===== src/rtl/uart_mmio_pkg.sv =====
`timescale 1ns/1ps
// Shared types for the split-register serial port.
// Assumes register offsets are word aligned and fit in a 12-bit window.
package uart_mmio_pkg;

    localparam int BUS_W = 32;

    typedef enum logic [1:0] {
        REG_TX   = 2'd0,
        REG_RX   = 2'd1,
        REG_STAT = 2'd2,
        REG_NONE = 2'd3
    } reg_sel_e;

    typedef enum logic [1:0] {
        TX_IDLE  = 2'd0,
        TX_START = 2'd1,
        TX_DATA  = 2'd2,
        TX_STOP  = 2'd3
    } tx_state_e;

    typedef enum logic [2:0] {
        RX_IDLE  = 3'd0,
        RX_START = 3'd1,
        RX_DATA  = 3'd2,
        RX_STOP  = 3'd3,
        RX_HOLD  = 3'd4
    } rx_state_e;

    // Map a zero-extended window offset onto a register selector.
    function automatic reg_sel_e decode_reg(input logic [BUS_W-1:0] off);
        case (off)
            32'h0:   return REG_TX;
            32'h4:   return REG_RX;
            32'h8:   return REG_STAT;
            default: return REG_NONE;
        endcase
    endfunction

endpackage


===== src/rtl/uart_tx.sv =====
`timescale 1ns/1ps
// 8N1 serial transmitter.
// Loads a byte when start_i is high while idle and shifts it out LSB first.
// Assumes CLKS_PER_BIT >= 4; a start request while busy is ignored.
module uart_tx
    import uart_mmio_pkg::*;
#(
    parameter int CLKS_PER_BIT = 434
) (
    input  logic       clk,
    input  logic       rst_n,
    input  logic       start_i,
    input  logic [7:0] data_i,
    output logic       busy_o,
    output logic       txd_o
);
    localparam int CW = $clog2(CLKS_PER_BIT);
    localparam logic [CW-1:0] LAST = CW'(CLKS_PER_BIT - 1);

    tx_state_e     state_q;
    logic [CW-1:0] cnt_q;
    logic [2:0]    idx_q;
    logic [7:0]    shreg_q;
    logic          txd_q;

    // Frame sequencer: start bit, eight data bits, stop bit.
    always_ff @(posedge clk) begin
        if (!rst_n) begin
            state_q <= TX_IDLE;
            cnt_q   <= '0;
            idx_q   <= '0;
            shreg_q <= '0;
            txd_q   <= 1'b1;
        end else begin
            case (state_q)
                TX_IDLE: begin
                    if (start_i) begin
                        state_q <= TX_START;
                        shreg_q <= data_i;
                        cnt_q   <= '0;
                        txd_q   <= 1'b0;
                    end
                end
                TX_START: begin
                    if (cnt_q == LAST) begin
                        cnt_q   <= '0;
                        idx_q   <= '0;
                        state_q <= TX_DATA;
                        txd_q   <= shreg_q[0];
                    end else begin
                        cnt_q <= cnt_q + 1'b1;
                    end
                end
                TX_DATA: begin
                    if (cnt_q == LAST) begin
                        cnt_q <= '0;
                        if (idx_q == 3'd7) begin
                            state_q <= TX_STOP;
                            txd_q   <= 1'b1;
                        end else begin
                            idx_q   <= idx_q + 1'b1;
                            shreg_q <= shreg_q >> 1;
                            txd_q   <= shreg_q[1];
                        end
                    end else begin
                        cnt_q <= cnt_q + 1'b1;
                    end
                end
                default: begin
                    if (cnt_q == LAST) begin
                        state_q <= TX_IDLE;
                        cnt_q   <= '0;
                    end else begin
                        cnt_q <= cnt_q + 1'b1;
                    end
                end
            endcase
        end
    end

    assign busy_o = (state_q != TX_IDLE);
    assign txd_o  = txd_q;

    // line is high whenever no frame is in progress.
    a_r3_idle_high: assert property (@(posedge clk) disable iff (!rst_n)
        !busy_o |-> txd_o);

    // each frame opens with a low start bit.
    a_r3_start_low: assert property (@(posedge clk) disable iff (!rst_n)
        $rose(busy_o) |-> !txd_o);

endmodule


===== src/rtl/uart_rx.sv =====
`timescale 1ns/1ps
// 8N1 serial receiver.
// Synchronises rxd through two flops, checks the start bit at mid-bit, and
// samples each data bit and the stop bit at mid-bit. A good frame pulses
// valid_o for one cycle. After a low stop bit it waits for a high line.
// Assumes CLKS_PER_BIT >= 4.
module uart_rx
    import uart_mmio_pkg::*;
#(
    parameter int CLKS_PER_BIT = 434
) (
    input  logic       clk,
    input  logic       rst_n,
    input  logic       rxd_i,
    output logic       valid_o,
    output logic [7:0] data_o
);
    localparam int CW = $clog2(CLKS_PER_BIT);
    localparam logic [CW-1:0] LAST = CW'(CLKS_PER_BIT - 1);
    localparam logic [CW-1:0] HALF = CW'(CLKS_PER_BIT / 2 - 1);

    logic          meta_q, sync_q;
    rx_state_e     state_q;
    logic [CW-1:0] cnt_q;
    logic [2:0]    idx_q;
    logic [7:0]    shreg_q;
    logic          valid_q;
    logic [7:0]    data_q;

    // Two-flop synchroniser for the asynchronous line.
    always_ff @(posedge clk) begin
        if (!rst_n) begin
            meta_q <= 1'b1;
            sync_q <= 1'b1;
        end else begin
            meta_q <= rxd_i;
            sync_q <= meta_q;
        end
    end

    // Frame sampler: start check, data shift, stop check.
    always_ff @(posedge clk) begin
        if (!rst_n) begin
            state_q <= RX_IDLE;
            cnt_q   <= '0;
            idx_q   <= '0;
            shreg_q <= '0;
            valid_q <= 1'b0;
            data_q  <= '0;
        end else begin
            valid_q <= 1'b0;
            case (state_q)
                RX_IDLE: begin
                    if (!sync_q) begin
                        state_q <= RX_START;
                        cnt_q   <= '0;
                    end
                end
                RX_START: begin
                    if (cnt_q == HALF) begin
                        cnt_q   <= '0;
                        idx_q   <= '0;
                        state_q <= sync_q ? RX_IDLE : RX_DATA;
                    end else begin
                        cnt_q <= cnt_q + 1'b1;
                    end
                end
                RX_DATA: begin
                    if (cnt_q == LAST) begin
                        cnt_q   <= '0;
                        shreg_q <= {sync_q, shreg_q[7:1]};
                        if (idx_q == 3'd7) begin
                            state_q <= RX_STOP;
                        end else begin
                            idx_q <= idx_q + 1'b1;
                        end
                    end else begin
                        cnt_q <= cnt_q + 1'b1;
                    end
                end
                RX_STOP: begin
                    if (cnt_q == LAST) begin
                        cnt_q <= '0;
                        if (sync_q) begin
                            valid_q <= 1'b1;
                            data_q  <= shreg_q;
                            state_q <= RX_IDLE;
                        end else begin
                            state_q <= RX_HOLD;
                        end
                    end else begin
                        cnt_q <= cnt_q + 1'b1;
                    end
                end
                default: begin
                    if (sync_q) begin
                        state_q <= RX_IDLE;
                    end
                end
            endcase
        end
    end

    assign valid_o = valid_q;
    assign data_o  = data_q;

    // a byte is only delivered when its stop sample was high.
    a_r9_stop_high: assert property (@(posedge clk) disable iff (!rst_n)
        valid_o |-> $past(sync_q));

endmodule


===== src/rtl/uart_rx_fifo.sv =====
`timescale 1ns/1ps
// Byte queue for received data.
// A push while full and a pop while empty are ignored. The head byte is
// visible on head_o whenever empty_o is low. DEPTH must be a power of two.
module uart_rx_fifo #(
    parameter int DEPTH = 16,
    parameter int W     = 8
) (
    input  logic         clk,
    input  logic         rst_n,
    input  logic         push_i,
    input  logic [W-1:0] data_i,
    input  logic         pop_i,
    output logic [W-1:0] head_o,
    output logic         empty_o,
    output logic         full_o
);
    localparam int AW = $clog2(DEPTH);

    logic [W-1:0] mem_q [DEPTH];
    logic [AW:0]  wptr_q, rptr_q;
    logic [AW:0]  level;
    logic         do_push, do_pop;

    assign level   = wptr_q - rptr_q;
    assign empty_o = (wptr_q == rptr_q);
    assign full_o  = (wptr_q[AW] != rptr_q[AW]) && (wptr_q[AW-1:0] == rptr_q[AW-1:0]);
    assign do_push = push_i && !full_o;
    assign do_pop  = pop_i && !empty_o;
    assign head_o  = mem_q[rptr_q[AW-1:0]];

    // Storage write on accepted push.
    always_ff @(posedge clk) begin
        if (do_push) begin
            mem_q[wptr_q[AW-1:0]] <= data_i;
        end
    end

    // Pointer update.
    always_ff @(posedge clk) begin
        if (!rst_n) begin
            wptr_q <= '0;
            rptr_q <= '0;
        end else begin
            if (do_push) wptr_q <= wptr_q + 1'b1;
            if (do_pop)  rptr_q <= rptr_q + 1'b1;
        end
    end

    // a push while full does not change occupancy.
    a_r8_no_overflow: assert property (@(posedge clk) disable iff (!rst_n)
        (push_i && full_o && !pop_i) |=> $stable(level));

    // a pop while empty does not change occupancy.
    a_r7_no_underflow: assert property (@(posedge clk) disable iff (!rst_n)
        (pop_i && empty_o && !push_i) |=> $stable(level));

endmodule


===== src/rtl/uart_split_mmio.sv =====
`timescale 1ns/1ps
// Bus slave with three word registers: transmit (0x0), receive (0x4),
// status (0x8). A request is accepted when no response is pending and is
// answered one cycle later. Side effects (transmit start, receive pop)
// take place at acceptance. Address bits above the window and the size and
// strobe fields are ignored; region decode is done upstream.
module uart_split_mmio
    import uart_mmio_pkg::*;
#(
    parameter int CLKS_PER_BIT = 434,
    parameter int RX_DEPTH     = 16,
    parameter int WIN_W        = 12
) (
    input  logic        clk,
    input  logic        rst_n,
    input  logic        req_valid,
    output logic        req_ready,
    input  logic [31:0] req_addr,
    input  logic        req_we,
    input  logic [1:0]  req_size,
    input  logic [31:0] req_wdata,
    input  logic [3:0]  req_wstrb,
    output logic        rsp_valid,
    input  logic        rsp_ready,
    output logic [31:0] rsp_rdata,
    output logic        rsp_err,
    output logic        uart_txd,
    input  logic        uart_rxd
);
    reg_sel_e   sel;
    logic       accept;
    logic       tx_start, tx_busy;
    logic       rx_valid;
    logic [7:0] rx_byte;
    logic [7:0] fifo_head;
    logic       fifo_empty, fifo_full, fifo_pop;
    logic [BUS_W-1:0] rd_next;
    logic       err_next;
    logic       rsp_valid_q, rsp_err_q;
    logic [BUS_W-1:0] rsp_rdata_q;
    logic       unused_bits;

    assign unused_bits = ^{req_size, req_wstrb, req_addr[31:WIN_W], req_wdata[31:8], fifo_full};

    assign sel       = decode_reg({{(BUS_W-WIN_W){1'b0}}, req_addr[WIN_W-1:0]});
    assign req_ready = !rsp_valid_q;
    assign accept    = req_valid && req_ready;
    assign tx_start  = accept && req_we && (sel == REG_TX) && !tx_busy;
    assign fifo_pop  = accept && !req_we && (sel == REG_RX) && !fifo_empty;

    // Read data and error for the request being accepted.
    always_comb begin
        rd_next  = '0;
        err_next = 1'b0;
        case (sel)
            REG_TX: ;
            REG_RX: begin
                if (req_we)           err_next = 1'b1;
                else if (!fifo_empty) rd_next  = {{(BUS_W-8){1'b0}}, fifo_head};
            end
            REG_STAT: begin
                if (req_we) err_next = 1'b1;
                else        rd_next  = {{(BUS_W-2){1'b0}}, !fifo_empty, tx_busy};
            end
            default: err_next = 1'b1;
        endcase
    end

    // Response register: load on accept, clear on handshake.
    always_ff @(posedge clk) begin
        if (!rst_n) begin
            rsp_valid_q <= 1'b0;
            rsp_err_q   <= 1'b0;
            rsp_rdata_q <= '0;
        end else if (accept) begin
            rsp_valid_q <= 1'b1;
            rsp_err_q   <= err_next;
            rsp_rdata_q <= rd_next;
        end else if (rsp_ready) begin
            rsp_valid_q <= 1'b0;
        end
    end

    assign rsp_valid = rsp_valid_q;
    assign rsp_rdata = rsp_rdata_q;
    assign rsp_err   = rsp_err_q;

    uart_tx #(.CLKS_PER_BIT(CLKS_PER_BIT)) i_tx (
        .clk     (clk),
        .rst_n   (rst_n),
        .start_i (tx_start),
        .data_i  (req_wdata[7:0]),
        .busy_o  (tx_busy),
        .txd_o   (uart_txd)
    );

    uart_rx #(.CLKS_PER_BIT(CLKS_PER_BIT)) i_rx (
        .clk     (clk),
        .rst_n   (rst_n),
        .rxd_i   (uart_rxd),
        .valid_o (rx_valid),
        .data_o  (rx_byte)
    );

    uart_rx_fifo #(.DEPTH(RX_DEPTH), .W(8)) i_fifo (
        .clk     (clk),
        .rst_n   (rst_n),
        .push_i  (rx_valid),
        .data_i  (rx_byte),
        .pop_i   (fifo_pop),
        .head_o  (fifo_head),
        .empty_o (fifo_empty),
        .full_o  (fifo_full)
    );

    // every accepted request gets a response on the next cycle.
    a_r2_resp_next: assert property (@(posedge clk) disable iff (!rst_n)
        (req_valid && req_ready) |=> rsp_valid);

    // a stalled response holds its payload.
    a_r2_resp_hold: assert property (@(posedge clk) disable iff (!rst_n)
        (rsp_valid && !rsp_ready) |=> (rsp_valid && $stable(rsp_rdata) && $stable(rsp_err)));

    // a write to the receive register always reports an error.
    a_r10_rx_write_err: assert property (@(posedge clk) disable iff (!rst_n)
        (req_valid && req_ready && req_we && req_addr[WIN_W-1:0] == WIN_W'(4)) |=> rsp_err);

    // a transmit write during a frame is not an error and keeps the frame going.
    a_r4_drop_busy: assert property (@(posedge clk) disable iff (!rst_n)
        (req_valid && req_ready && req_we && req_addr[WIN_W-1:0] == '0 && tx_busy)
        |=> (tx_busy && !rsp_err));

endmodule


===== config.mk =====
export PLATFORM = sky130hd
export DESIGN_NAME = uart_split_mmio
export DESIGN_NICKNAME = d
export VERILOG_FILES = /design/src/rtl/uart_mmio_pkg.sv /design/src/rtl/uart_tx.sv /design/src/rtl/uart_rx.sv /design/src/rtl/uart_rx_fifo.sv /design/src/rtl/uart_split_mmio.sv
export SDC_FILE = /design/constraint.sdc
export NUM_CORES = 1
export LEC_CHECK = 0
export ABC_AREA = 1
export BUFFER_PORTS_ARGS = -buffer_cell sky130_fd_sc_hd__buf_4
export CAP_MARGIN = 20
export CORE_MARGIN = 3
export CORE_UTILIZATION = 32
export CTS_CLUSTER_DIAMETER = 50
export DETAILED_ROUTE_END_ITERATION = 12
export PLACE_DENSITY = 0.56
export SLEW_MARGIN = 10
export SYNTH_ARGS = -nofsm -noshare
export SYNTH_HDL_FRONTEND = slang
export SYNTH_HIERARCHICAL = 1
export SYNTH_SLANG_ARGS = --single-unit

===== constraint.sdc =====
create_clock -name clk -period 4.2 [get_ports clk]
set_clock_uncertainty 0.15 [all_clocks]
set_input_delay 1.05 -clock clk [delete_from_list [all_inputs] [get_ports clk]]
set_output_delay 1.05 -clock clk [all_outputs]
set_load 0.02 [all_outputs]

==> results of run 1 <==
layer usage:
| metal | track usage (%) | vias up | share of wire [%] |
|---|---|---|---|
| li1 | - | 3535 | - |
| met3 | 1.821 | 27 | 3.9 |
| met5 | 0 | - | 0 |
| met4 | 2.754 | 0 | 1.9 |
| met1 | 16.93 | 3110 | 48 |
| met2 | 19.68 | 116 | 46 |
worst max path at each step:
stage / from / to / slack [ps] / depth (start not counted)
floorplan: req_addr[11] / i_tx/shreg_q[0] / 1390 / 13
global placement: req_addr[9] / i_tx/shreg_q[7] / 890 / 14
detailed placement: req_addr[11] / i_tx/shreg_q[7] / 900 / 14
CTS: req_addr[11] / i_tx/shreg_q[3] / 1450 / 14
global route: req_addr[9] / i_tx/state_q[1] / 1180 / 17
finish: req_addr[11] / i_tx/shreg_q[7] / 1410 / 14
registers in the layout, indices dropped and copies added (netlist names), named ones only:
| register | flops |
|---|---|
| i_fifo/mem_q | 128 |
| i_rx/cnt_q | 9 |
| i_tx/cnt_q | 9 |
| i_rx/data_o | 8 |
| i_rx/shreg_q | 8 |
| i_tx/shreg_q | 8 |
| rsp_rdata | 8 |
| i_fifo/rptr_q | 5 |
| i_fifo/wptr_q | 5 |
| i_rx/idx_q | 3 |
| i_rx/state_q | 3 |
| i_tx/idx_q | 3 |
| i_tx/state_q | 2 |
| i_rx/meta_q | 1 |
| i_rx/sync_q | 1 |
| i_rx/valid_o | 1 |
| i_tx/txd_o | 1 |
| rsp_err | 1 |
| rsp_valid | 1 |
stage by stage:
step | worst slack [ps] | hold WS (ps)
floorplan | 1395 | 242.5
detailed placement | 903.0 | 249.7
global route | 1177 | 280.1
CTS | 1447 | 268.1
finish | 1414 | 265.1
global placement | 886.5 | 246.5
layout make-up:
| class | count | area [µm²] | share of cell area, % |
|---|---|---|---|
| well taps | 390 | 488.0 | 4.404 |
| repair buffers | 42 | 315.3 | 2.846 |
| clock inverters | 12 | 130.1 | 1.174 |
| flip-flops and latches | 209 | 5470 | 49.37 |
| inverters | 149 | 561.8 | 5.070 |
| multi-input cells | 662 | 3367 | 30.39 |
| clock buffers | 36 | 748.2 | 6.753 |
critical path: cells and delay by family:
| family | cells | cell delay [ps] |
|---|---|---|
| AOI/OAI and AO/OA | 1 | 60 |
| adders and majority gates | 1 | 210 |
| buffers and inverters | 2 | 360 |
| and+or+nand+nor | 10 | 1360 |
power breakdown:
part	leakage, nW	switching [mW]	internal [mW]
logic	2.46	0.356	0.159
clock network	0.419	0.903	1.28
registers	1.56	0.0421	2.21
cells in the final DEF, fill, tap and decap left out, drive strengths merged, types with 3 or more instances in the layout:
| master | n |
|---|---|
| a21oi | 71 |
| edfxtp | 128 |
| nor3 | 6 |
| clkinvlp | 3 |
| ha | 21 |
| buf | 42 |
| nand2 | 202 |
| nand4 | 17 |
| xor2 | 4 |
| nor2 | 119 |
| o21ai | 67 |
| clkbuf | 36 |
| clkinv | 7 |
| dfxtp | 81 |
| o211ai | 32 |
| inv | 151 |
| conb | 24 |
| nand3 | 86 |
==> summary.md, run 1 <==
| Metric | Value |
|---|---|
| Result of the run | `completed` |
| Capture endpoint of the worst hold path | `i_rx/sync_q` |
| Post-CTS setup buffers | `0` |
| Number of sinks handled by clock tree synthesis | `209` |
| Fill cells | `a little under 3000` |
| Placer congestion estimate | `between 0.7 and 0.8` |
| Post-route fraction of the period consumed by the critical path | `~66%` |
| Most repeated library cell on the critical path | `sky130_fd_sc_hd__nand2_1` |
| Maximum fanout along the worst path | `15` |
| Placement Rows | `between 60 and 70` |
| Detailed-routing iteration count for the pre-antenna-repair pass | `5` |
| Unrepaired setup endpoints after global routing | `false` |
| Time the worst path needs with I/O delays and setup | `approximately 2800 ps` |
| CP Data Required Time | `4440 ps` |
| Share of layout cells above drive strength 1 | `between 10% and 20%` |
| Overall Power | `between 4 and 5 mW` |
| Sum of negative setup slack | `0 ps` |
| Worst reg2reg setup slack | `approximately 1900 ps` |
| Routed WL per cell | `~13 µm` |
| DR iter-0 viols | `420` |
| Remaining number of nets flagged by the antenna check after routing | `0` |
| Post-synthesis average cell area | `between 9 and 10 µm²` |
| Global-route wire length before repair | `32.66 mm` |
| Count of pins over their slew limit | `0` |
| Area overhead of the layout relative to synthesis | `14.46%` |
| Number of warnings issued by yosys | `6` |
| Worst slew margin | `38.61%` |
| CTS buffer count | `26` |
| Die Y-Extent | `about 180 µm` |
| CP cell instances | `buf_4 -> nor2_1 -> nand2_1 -> nor2_2 -> nand2_1 -> ha_1 -> nand2_1 -> nand2_1 -> nor3_1 -> nor2_4 -> inv_2 -> nand3_2 -> nand2_1 -> a21oi_1` |
| Startpoint of the most critical register-to-register path | `i_tx/state_q[0]` |
| Die area | `between 0.03 and 0.04 mm²` |
| Path type of the worst setup path | `in -> reg` |
| Total of max-cap violations | `0` |
| Core utilization of the finished layout | `approximately 37%` |
| Largest net degree at the start of global routing | `64` |
| Kind of end point of the critical path | `flop` |
| Clock-pin slew of the registers on the worst-case setup and hold paths | `around 60 ps` |
| GRT Resource Usage Total | `12.04%` |
| Maximum clock path buffer count | `3` |
| Critical R2R Capture | `i_tx/shreg_q[7]` |
| Power density cells | `between 400 and 500 mW/mm²` |
| Clock latency on the worst-skew pair | `between 500 and 600 ps` |
| Final Hold Fails | `0` |
| Die W | `between 150 and 200 µm` |
| Maximum vdd drop | `0.0002758 V` |
| Cell area after layout | `roughly 0.011 mm²` |
| Depth of the worst register-to-register path | `7` |
| Hold-fix buffers, CTS | `0` |
| Core area | `a little under 0.03 mm²` |
| # nets final | `about 1200` |
| TritonCTS clock tree | `built` |
| Arrival @ worst endpoint | `approximately 3000 ps` |
| Detailed-route wire length | `between 15 and 20 mm` |
| Number of placed instances with taps included | `1452` |
| Max Fclk | `between 300 and 400 MHz` |
| I/O pin count | `around 110` |
| Number of antenna repair diodes | `0` |
| IO buf count | `37` |
| Initial Utilization | `about a third` |
| Crit path launch type | `input pin` |
| Overall overflow remaining after global route | `0` |
| HPWL reported at the end of detailed placement | `13.01 mm` |
| Post-Syn Area | `between 0.009 and 0.01 mm²` |
| Worst-margin pin slew | `just over 900 ps` |
| Post-Synthesis Cells | `approximately 1100` |
| Number of stages on the worst hold path | `1` |
| Vias per cell | `between 4 and 5` |
| Antenna violations before repair | `0` |
| Lkg Pwr | `approximately 4.4 nW` |
| Path class of the lowest-slack min-delay path | `reg -> reg` |
| Total number of vias | `6788` |
| Cell at the root of the clock tree | `sky130_fd_sc_hd__clkbuf_16` |
| Final setup vio count | `0` |
| Count of instances resized after the clock tree is built | `0` |
| Slowest-stage cell, CP | `sky130_fd_sc_hd__nor3_1` |
| Final routed DRC violation total | `0` |
| Worst path max stage delay | `280 ps` |
| Standard cell area after detailed placement | `between 0.01 and 0.015 mm²` |
| Launch instance of the worst min-delay path | `i_rx/meta_q` |
| Htree depth | `1` |
| Vias in the first global route | `around 6300` |
| Number of standard cells in the layout, taps in and fillers out | `1500` |
No activity file was read; power rests on OpenSTA's default activity.
==> run 2, diff against run 1 <==
--- a/config.mk
+++ b/config.mk
@@ -12,7 +12,7 @@
 export CORE_UTILIZATION = 32
 export CTS_CLUSTER_DIAMETER = 50
 export DETAILED_ROUTE_END_ITERATION = 12
-export PLACE_DENSITY = 0.56
+export PLACE_DENSITY = 0.58
 export SLEW_MARGIN = 10
 export SYNTH_ARGS = -nofsm -noshare
 export SYNTH_HDL_FRONTEND = slang
==> constraint.sdc (replaced) <==
create_clock -name clk -period 2.5 [get_ports clk]
set_clock_uncertainty 0.15 [all_clocks]
set_input_delay 0.625 -clock clk [delete_from_list [all_inputs] [get_ports clk]]
set_output_delay 0.625 -clock clk [all_outputs]
set_load 0.02 [all_outputs]
==> summary.md, run 2 (same netlist as run 1, synthesis figures left out) <==
| Metric | Value |
|---|---|
| Result of the run | `completed` |
| CP endpoint | `i_fifo/mem_q[10][0]` |
| Worst reg2reg setup slack | `230 ps (-1650 ps)` |
| Vias in the first global route | `6630 (+5.3%)` |
| # nets final | `1209 (+1.9%)` |
| TritonCTS clock tree | `built` |
| Clock latency on the worst-skew pair | `530 ps (about the same)` |
| Max Fclk | `roughly 440 MHz` |
| Cell at the root of the clock tree | `sky130_fd_sc_hd__clkbuf_16` |
| Arrival @ worst endpoint | `2280 ps (-750 ps)` |
| Detailed-routing iteration count for the pre-antenna-repair pass | `5 (unchanged)` |
| DR iter-0 viols | `418 (-0.48%)` |
| Total of max-cap violations | `0 (unchanged)` |
| Power density cells | `768.4 mW/mm² (+72%)` |
| Setup slack after layout | `233.0 ps (-1181 ps)` |
| Depth of the worst register-to-register path | `8 (+1)` |
| CP Data Required Time | `2510 ps (-1930 ps)` |
| Total number of vias | `6905 (+1.7%)` |
| Cell type group with the largest total delay on the critical path | `simple AND/OR/NAND/NOR gates` |
| Net switching power | `2.187 mW (+68%)` |
| GRT Resource Usage Total | `12.21% (+0.17 points)` |
| Startpoint of the most critical register-to-register path | `i_fifo/wptr_q[2]` |
| Core area | `0.02972 mm² (unchanged)` |
| Crit path launch type | `flop` |
| Count of instances resized after the clock tree is built | `0 (unchanged)` |
| Remaining number of nets flagged by the antenna check after routing | `0 (unchanged)` |
| Worst slew margin | `42.66% (+4.1 points)` |
| Vias per cell | `4.534 (+0.19%)` |
| Combinational power share | `10.4% (about the same)` |
| Standard cell area after detailed placement | `0.01037 mm² (+1.7%)` |
| Count of pins over their slew limit | `0 (unchanged)` |
| Path type of the worst setup path | `reg -> reg` |
| Hold-fix buffers, CTS | `0 (unchanged)` |
| Maximum vdd drop | `0.0005091 V (+85%)` |
| Htree depth | `1 (unchanged)` |
| Share of layout cells above drive strength 1 | `14.39% (+1.8 points)` |
| Time the worst path needs with I/O delays and setup | `around 2300 ps` |
| Area overhead of the layout relative to synthesis | `17.01%` |
| Worst path max stage delay | `640 ps (+360 ps)` |
| Post-route fraction of the period consumed by the critical path | `90.68%` |
| Maximum clock path buffer count | `3 (unchanged)` |
| Power share of the clock group | `46.1% (+2.0 points)` |
| I/O pin count | `112 (unchanged)` |
| Number of sinks handled by clock tree synthesis | `209 (unchanged)` |
| Antenna violations before repair | `0 (unchanged)` |
| Unrepaired setup endpoints after global routing | `false` |
| Internal portion of total power | `6.517 mW (+79%)` |
| Critical R2R Capture | `i_fifo/mem_q[10][0]` |
| CP Buf/Inv Count | `1 (-1)` |
| Register share of total power | `43.5% (-2.0 points)` |
| Placement Rows | `63 (unchanged)` |
| Overall overflow remaining after global route | `0 (unchanged)` |
| Routed WL per cell | `13.26 µm (-0.30%)` |
| Die W | `179.9 µm (unchanged)` |
| Most repeated library cell on the critical path | `sky130_fd_sc_hd__nand2_4` |
| Number of antenna repair diodes | `0 (unchanged)` |
| HPWL reported at the end of detailed placement | `13.30 mm (+2.2%)` |
| Number of logic stages on the critical path including buffering | `8 (-6)` |
| Switching share of power | `25.13% (-1.2 points)` |
| Most frequent standard cell in the layout excluding fill and tap cells | `sky130_fd_sc_hd__nand2_1` |
| CP cell instances | `nand2_1 -> nand2_2 -> nor2_4 -> nand3_4 -> nand2_4 -> inv_4 -> nand2_4 -> nor2_1` |
| IO buf count | `37 (unchanged)` |
| Clock-pin slew of the registers on the worst-case setup and hold paths | `50 ps (about the same)` |
| Final setup vio count | `0 (unchanged)` |
| Slowest-stage cell, CP | `sky130_fd_sc_hd__nor2_1` |
| Global-route wire length before repair | `33.21 mm (+1.7%)` |
| Combined area of the multi-input logic cells | `0.003367 mm² (unchanged)` |
| Placer congestion estimate | `0.7906 (+1.3%)` |
| Footprint of the flip-flops and latches | `0.005470 mm² (unchanged)` |
| Sum of negative setup slack | `0 ps (unchanged)` |
| Cell area after layout | `0.01133 mm² (+2.2%)` |
| Post-place setup slack | `-166.4 ps (-1069 ps)` |
| Detailed-route wire length | `20.20 mm (+1.2%)` |
| Largest net degree at the start of global routing | `47 (-27%)` |
| Initial Utilization | `32.58% (unchanged)` |
| Flip-flop count of the largest register, all copies and words added | `128 (unchanged)` |
| CTS buffer count | `27 (+3.8%)` |
| Die area | `0.03237 mm² (unchanged)` |
| Kind of end point of the critical path | `flop` |
| Die Y-Extent | `179.9 µm (unchanged)` |
| Critical path startpoint | `i_fifo/wptr_q[2]` |
| Maximum fanout along the worst path | `9 (-6)` |
| Final routed DRC violation total | `0 (unchanged)` |
| Path class of the lowest-slack min-delay path | `in -> reg` |
| Final Hold Fails | `0 (unchanged)` |
| Lkg Pwr | `4.599 nW (+3.6%)` |
| Fill cells | `2997 (+0.60%)` |
| Worst-margin pin slew | `856.9 ps (-60.57 ps)` |
| Commonest cells after routing, fill and taps aside | `sky130_fd_sc_hd__nand2_1, sky130_fd_sc_hd__inv_1, sky130_fd_sc_hd__edfxtp_1` |
| Post-CTS setup buffers | `0 (unchanged)` |
## run 2: how the worst min path moves through the flow
stage	from	end	slack, ps	depth (start not counted)
global placement	i_rx/meta_q	i_rx/sync_q	250	1
global route	uart_rxd	i_rx/meta_q	140	2
CTS	uart_rxd	i_rx/meta_q	120	2
floorplan	i_rx/meta_q	i_rx/sync_q	240	1
finish	uart_rxd	i_rx/meta_q	150	2
detailed placement	i_rx/meta_q	i_rx/sync_q	250	1
## run 2: final cells by class
type / count / share of cell area [%]
Multi-Input combinational cell: 662 / 29.72
Clock inverter: 14 / 1.635
Inverter: 149 / 4.960
Sequential cell: 209 / 48.29
Clock buffer: 36 / 6.793
Timing Repair Buffer: 63 / 4.286
Tap cell: 390 / 4.308
## run 2: stage by stage
stage                     std cells  power, mW  util [%]  hold WS (ps)
after global placement         1473      4.752     34.90         248.0
after CTS                      1523      8.812     38.12         124.0
after floorplan                1082      4.555         -         242.5
after global routing           1523      9.103     38.12         139.1
final                          1523      8.704     38.12         151.0
after detailed placement       1473      4.758     34.90         249.7
## run 2: worst reg2reg max path: cells and delay by family, from the launching register on
family | cells | cell delay, ps
simple gates | 7 | 1160
flops | 1 | 480
buf+inv | 1 | 110
## run 2: metal layers
layer / part of all wire (%) / wire length (µm) / vias up / GRT usage (%)
met5: 0 / 0 / - / 0
met4: 2.7 / 555 / 0 / 3.558
met3: 3.4 / 689 / 34 / 1.801
met2: 46 / 9340 / 105 / 20.40
met1: 48 / 9614 / 3183 / 16.52
li1: - / - / 3583 / -
## run 2: power by group through the flow
stage                     Sequential (mW)  Combinational [mW]  Clock, mW
final                                3.78               0.904       4.02
after global routing                 3.80                1.03       4.27
after CTS                            3.78               0.909       4.12
after detailed placement             3.85               0.904          0
after global placement               3.85               0.899          0
after floorplan                      3.86               0.700          0
